<file path="config.mk">
export PLATFORM = sky130hd
export DESIGN_NAME = updown_stage
export DESIGN_NICKNAME = d
export VERILOG_FILES = /design/src/rtl/updown_pkg.sv /design/src/rtl/ud_mode_decode.sv /design/src/rtl/ud_next_count.sv /design/src/rtl/ud_carry_gen.sv /design/src/rtl/updown_stage.sv
export SDC_FILE = /design/constraint.sdc
export NUM_CORES = 1
export LEC_CHECK = 0
export ABC_AREA = 0
export BUFFER_PORTS_ARGS = -buffer_cell sky130_fd_sc_hd__buf_2
export CORE_AREA = 2 2 39 41
export DETAILED_ROUTE_END_ITERATION = 8
export DIE_AREA = 0 0 41 43
export GPL_ROUTABILITY_DRIVEN = 1
export HOLD_SLACK_MARGIN = 0.02
export SYNTH_ARGS = -nofsm -noshare
export SYNTH_HDL_FRONTEND = slang
export SYNTH_SLANG_ARGS = --single-unit
</file>
<file path="constraint.sdc">
create_clock -name clk -period 4.5 [get_ports clk]
set_clock_uncertainty 0.05 [all_clocks]
set_input_delay 1.35 -clock clk [delete_from_list [all_inputs] [get_ports clk]]
set_output_delay 1.35 -clock clk [all_outputs]
set_load 0.01 [all_outputs]
</file>
<file path="src/rtl/updown_pkg.sv">
package updown_pkg;
  typedef enum logic [1:0] {
    MODE_LOAD   = 2'b00,
    MODE_UP     = 2'b01,
    MODE_DOWN   = 2'b10,
    MODE_FREEZE = 2'b11
  } mode_e;
endpackage

</file>
<file path="src/rtl/ud_mode_decode.sv">
module ud_mode_decode
  import updown_pkg::*;
(
  input  logic [1:0] sel,
  input  logic       cin_n,
  output logic       do_load,
  output logic       do_inc,
  output logic       do_dec
);
  mode_e mode;

  always_comb begin
    mode    = mode_e'(sel);
    do_load = (mode == MODE_LOAD);
    do_inc  = (mode == MODE_UP)   && !cin_n;
    do_dec  = (mode == MODE_DOWN) && !cin_n;
  end
endmodule

</file>
<file path="src/rtl/ud_next_count.sv">
module ud_next_count #(
  parameter int WIDTH = 4
) (
  input  logic [WIDTH-1:0] q,
  input  logic [WIDTH-1:0] din,
  input  logic             do_load,
  input  logic             do_inc,
  input  logic             do_dec,
  output logic [WIDTH-1:0] q_nxt
);
  localparam logic [WIDTH-1:0] ONE = {{(WIDTH-1){1'b0}}, 1'b1};

  always_comb begin
    if (do_load)     q_nxt = din;
    else if (do_inc) q_nxt = q + ONE;
    else if (do_dec) q_nxt = q - ONE;
    else             q_nxt = q;
  end
endmodule

</file>
<file path="src/rtl/ud_carry_gen.sv">
module ud_carry_gen #(
  parameter int WIDTH = 4
) (
  input  logic [WIDTH-1:0] q,
  input  logic             do_load,
  input  logic             do_inc,
  input  logic             do_dec,
  output logic             cout_n
);
  logic at_top, at_bottom;

  always_comb begin
    at_top    = &q;
    at_bottom = ~|q;
    cout_n    = !(do_load || (do_inc && at_top) || (do_dec && at_bottom));
  end
endmodule

</file>
<file path="src/rtl/updown_stage.sv">
module updown_stage
  import updown_pkg::*;
#(
  parameter int WIDTH = 4
) (
  input  logic             clk,
  input  logic             rst,
  input  logic [1:0]       sel,
  input  logic             cin_n,
  input  logic [WIDTH-1:0] din,
  output logic [WIDTH-1:0] q,
  output logic             cout_n
);
  logic             do_load, do_inc, do_dec;
  logic [WIDTH-1:0] q_nxt;

  ud_mode_decode u_decode (
    .sel     (sel),
    .cin_n   (cin_n),
    .do_load (do_load),
    .do_inc  (do_inc),
    .do_dec  (do_dec)
  );

  ud_next_count #(.WIDTH(WIDTH)) u_next (
    .q       (q),
    .din     (din),
    .do_load (do_load),
    .do_inc  (do_inc),
    .do_dec  (do_dec),
    .q_nxt   (q_nxt)
  );

  ud_carry_gen #(.WIDTH(WIDTH)) u_carry (
    .q       (q),
    .do_load (do_load),
    .do_inc  (do_inc),
    .do_dec  (do_dec),
    .cout_n  (cout_n)
  );

  always_ff @(posedge clk) begin
    if (rst) q <= '0;
    else     q <= q_nxt;
  end


  load_chk: assert property (@(posedge clk) disable iff (rst)
    (sel == MODE_LOAD) |=> (q == $past(din)));


  inc_step_chk: assert property (@(posedge clk) disable iff (rst)
    (sel == MODE_UP && !cin_n) |=> (q == $past(q) + 1'b1));


  dec_step_chk: assert property (@(posedge clk) disable iff (rst)
    (sel == MODE_DOWN && !cin_n) |=> (q == $past(q) - 1'b1));


  gated_hold_chk: assert property (@(posedge clk) disable iff (rst)
    ((sel == MODE_UP || sel == MODE_DOWN) && cin_n) |=> $stable(q));


  freeze_hold_chk: assert property (@(posedge clk) disable iff (rst)
    (sel == MODE_FREEZE) |=> $stable(q));


  freeze_carry_chk: assert property (@(posedge clk) disable iff (rst)
    (sel == MODE_FREEZE) |-> cout_n);


  load_carry_chk: assert property (@(posedge clk) disable iff (rst)
    (sel == MODE_LOAD) |-> !cout_n);


  up_wrap_chk: assert property (@(posedge clk) disable iff (rst)
    (sel == MODE_UP && !cout_n) |=> (q == '0));


  down_wrap_chk: assert property (@(posedge clk) disable iff (rst)
    (sel == MODE_DOWN && !cout_n) |=> (q == '1));
endmodule

</file>
After elaboration in Yosys (flattened, before gate mapping)
Cells that the tools add are included.

word-level totals
  output and inout port bits = 5
  input port bits = 9
  register bits = 4

cells by class
  muxes and demuxes = 3
  eq/ne operators = 2
  $add $sub $neg = 2
  reductions and logical operators = 13

operators by type and width
  cell                 number
  $mux 4               3
  $add 4x1->4 const B  1
  $logic_and 1x1->1    4
  $reduce_and 4->1     1
  $reduce_or 4->1      1
  $sub 4x1->4 const B  1
  $logic_not 1->1      3
  $reduce_bool 3->1    1
  $eq 2x1->1 const B   1
  $eq 2x2->1 const B   1
  $logic_not 2->1      1
  $logic_or 1x1->1     2

Longest topological paths before layout
  word-level depth = 6
  gate-level depth with buffers = 8
  depth with buffers taken out = 7

By module
Synthesis repeated with hierarchy kept, for this count alone.

second synthesis, totals
  cells, all modules = 44
  area total of the unflattened synthesis = 335.3 sq um

by module, submodules not included
  module          area each (sq um)  times used  sequential area each (sq um)  cells an instance
  ud_next_count   178.9              1           0.0                           28
  updown_stage    105.1              1           80.1                          8
  ud_carry_gen    32.5               1           0.0                           5
  ud_mode_decode  18.8               1           0.0                           3

Worst setup path before layout
No wires, ideal clock.

  path kind = input to output
  start = input sel[1]
  end = output cout_n
  cell stages on the path = 4
  slack = 1.148 ns
  data required time = 3.100 ns
  arrival = 1.952 ns
  path through = buf_6 nor2_1 and3_1 a31oi_1

between the ends
  word-level cells in the longest chain between the ends = 6
  elaborated cells on any way between the ends = 10
  those cells by class = eq/ne (2); reduce/logical (8)

ends and longest elaborated chain
  element             line                  RTL
  start, declared     updown_stage.sv:8     input logic [1:0] sel,
  $eq 2x1->1          ud_mode_decode.sv:15  do_inc = (mode == MODE_UP) && !cin_n;
  $logic_and 1x1->1   ud_mode_decode.sv:15
  $logic_and 1x1->1   ud_carry_gen.sv:15    cout_n = !(do_load || (do_inc && at_top) || (do_dec && at_bottom));
  $logic_or 1x1->1    ud_carry_gen.sv:15
  $logic_or 1x1->1 *  ud_carry_gen.sv:15
  $logic_not 1->1 *   ud_carry_gen.sv:15
  end, declared       updown_stage.sv:12    output logic cout_n

Mark *: on every way between the ends. The rest lies on a longest branch, timed or not.

Worst setup path in the final report
Ends and elaborated chain as after synthesis.

==> results.json <==
{
  "status": "finished, final reports clean",
  "gr-total-overflow": 0,
  "io_pins": 14,
  "yosysTopAreaCellShare_pct": 20.58,
  "core_region_area_mm2": 0.001384,
  "htreeDepth": 1,
  "fillers": 156,
  "cpMostUsedCell": "buf_2",
  "ff_latch_area_um2": 80.08,
  "r2r-start": "q[1]",
  "ctsResizeCount": 0,
  "power_density_mw_per_mm2": 282.4,
  "seq_area_frac_synth_pct": 20.58,
  "viasPerCell": 4.867,
  "largestRegisters": "q (4)",
  "placed_cells": 72,
  "largest_register": "q",
  "grt_pass1_vias": 293,
  "tns_ps": 0,
  "final_area_um2": 474.2,
  "grt_use_total_pct": 10.55,
  "layout_min_cycle_time_ps": 3549,
  "whs_path_depth": 2,
  "path_cells": "buf_2 -> nor2_1 -> and3_1 -> a31oi_1 -> buf_2",
  "fp.dieH_um": 43,
  "hold_violations": 0,
  "synth.avg_cell_area_um2": 8.647,
  "min_to": "q[1]",
  "post_cts_buffers": 0,
  "async_reset_ff_share_pct": 0,
  "port_buffers": 13,
  "cts_hold_buf": 0,
  "synth_nets": 57,
  "rrSetupSlack_ps": 2630,
  "largest_register_ffs": 4,
  "layoutNonFillerInstCount": 75,
  "critical_path_class": "primary input to output pin",
  "fmax_mhz": 281.8,
  "synth_edf_count": 0,
  "slowest_stage": "buf_2",
  "leakage_nw": 0.2123,
  "place_congestion": 0.6674,
  "grt_pass1_wl_um": 1207,
  "synth_area_leader_cell": "dfxtp_1",
  "area_delta_synth_final_pct": 21.87,
  "synth_area_leaders": "dfxtp_1, a21oi_1, ha_1, buf_6, fa_1",
  "critPathMaxFanout": 10,
  "cp.arrival_ps": 2150,
  "wl_per_cell_um": 10.75,
  "ant_nets": 0,
  "relSlewSlack_pct": 83.10,
  "hp-start": "q[1]",
  "slew_viol_final": 0,
  "cts_tree": "built",
  "hp-class": "register to register",
  "clk_latency_ps": 230,
  "antenna_cells": 0,
  "drive_gt1_share_pct": 37.29,
  "root_buffer": "clkbuf_4",
  "startpoint_type": "primary input",
  "fp.dieW_um": 41,
  "netlist_instances": 45,
  "nets": 73,
  "cts_buffer_depth": 2,
  "antenna_found_initial": 0,
  "cp-end-kind": "output pin",
  "multi_input_area_um2": 286.5,
  "reg2reg_depth": 5,
  "drtIter0Drc": 0,
  "initial_core_util_pct": 28.12,
  "wirelength_um": 806,
  "drc": 0,
  "synth_common_cells": "a21oi_1, dfxtp_1, nand2_1, nor2_1, nor3_1",
  "rows": 14,
  "slowest_delay_ps": 220,
  "grt_max_degree": 12,
  "post_synth_num_cell_types": 26,
  "clkSinkCount": 4,
  "r2r_end": "q[3]",
  "ys.flop_type": "dfxtp_1",
  "synth.most_common_cell": "a21oi_1",
  "drv_cap": 0,
  "cts_inserted_buffers": 3,
  "clk_pin_slew_ps": 40,
  "worst_pin_slew_ps": 253.6,
  "post-route-period-util_pct": 78.86,
  "yosys_warnings": 0,
  "synthesis.area_um2": 389.1,
  "max-vdd-ir-drop_v": 0.0001092,
  "rsz0062_at_grt": "no",
  "ys_ff_latch": 4,
  "die_area_mm2": 0.001763,
  "dpl_cell_area_um2": 451.7,
  "required_ps": 3100,
  "vias": 365,
  "setup_viol": 0,
  "dp_hpwl_um": 638.4,
  "drt_first_pass_iters": 1
}
==> stage by stage <==
step	utilization (%)	hold WS, ps	setup WS [ps]	power (mW)
final	34.27	521.3	951.1	0.1339
after detailed placement	32.64	514.6	953.1	0.09125
after CTS	34.27	526.3	953.2	0.1385
after floorplan	-	511.5	1148	0.07841
after global routing	34.27	547.8	840.4	0.1438
after global placement	32.64	514.0	979.6	0.09111
==> kinds of logic (layout without fill, tap and decap cells) <==
kind of cell / count (synthesis) / count (layout) / share of synthesized area, %
adder cells (fa/ha/maj): 4 / 4 / 14.47
XOR/XNOR: 2 / 2 / 4.502
AND/OR/NAND/NOR: 21 / 21 / 33.12
multiplexers: 1 / 1 / 2.894
buffers and inverters: 2 / 16 / 5.787
AO/OA/AOI/OAI: 11 / 11 / 18.65
flip-flops: 4 / 4 / 20.58
==> placed cells by master (no fill, tap or decap) <==
master    count
a22o_1        1
and3_1        2
a31oi_1       1
dfxtp_1       4
nor3_2        1
nor3b_1       2
a211oi_1      1
nor4b_2       1
xnor2_1       1
buf_2        13
nand2b_1      1
a21o_1        1
clkbuf_4      3
fa_1          1
a21oi_2       1
nand2_1       4
nor2_1        4
ha_1          2
or3_1         1
mux2_2        1
maj3_2        1
nor3_1        3
nand3b_1      1
xor2_1        1
a211o_1       1
nor2_4        1
a21oi_1       5
==> critical path, delay by kind of cell <==
| kind | cells | cell delay [ps] |
|---|---|---|
| AOI/OAI and AO/OA | 1 | 140 |
| buffers and inverters | 2 | 360 |
| and+or+nand+nor | 2 | 290 |
==> layout make-up <==
class | instances | share of cell area, %
clock buffer | 3 | 4.749
multi-input combinational | 39 | 60.42
sequential | 4 | 16.89
tap | 16 | 4.222
timing repair buffer | 13 | 13.72
==> report_power, final <==
part           switching [mW]  internal, mW
Sequential            0.00619        0.0395
Combinational          0.0223        0.0225
Clock                  0.0136        0.0298
Total                  0.0421        0.0918
==> routing by layer <==
metal / routed length, µm / track usage [%] / vias to the layer above
met5: 0 / 0 / -
met4: 0 / 10.00 / 0
met3: 29 / 1.571 / 0
met2: 399 / 13.75 / 6
met1: 376 / 13.87 / 166
li1: - / - / 193
==> how the worst max path moves through the flow <==
| stage | from | endpoint | slack, ps |
|---|---|---|---|
| 6_report | sel[1] | cout_n | 950 |
| 5_1_grt | sel[1] | cout_n | 840 |
| 4_1_cts | sel[1] | cout_n | 950 |
| 3_5_place_dp | sel[1] | cout_n | 950 |
| 3_3_place_gp | sel[1] | cout_n | 980 |
| 2_1_floorplan | sel[1] | cout_n | 1150 |
Power figures use the tool's default switching activity.
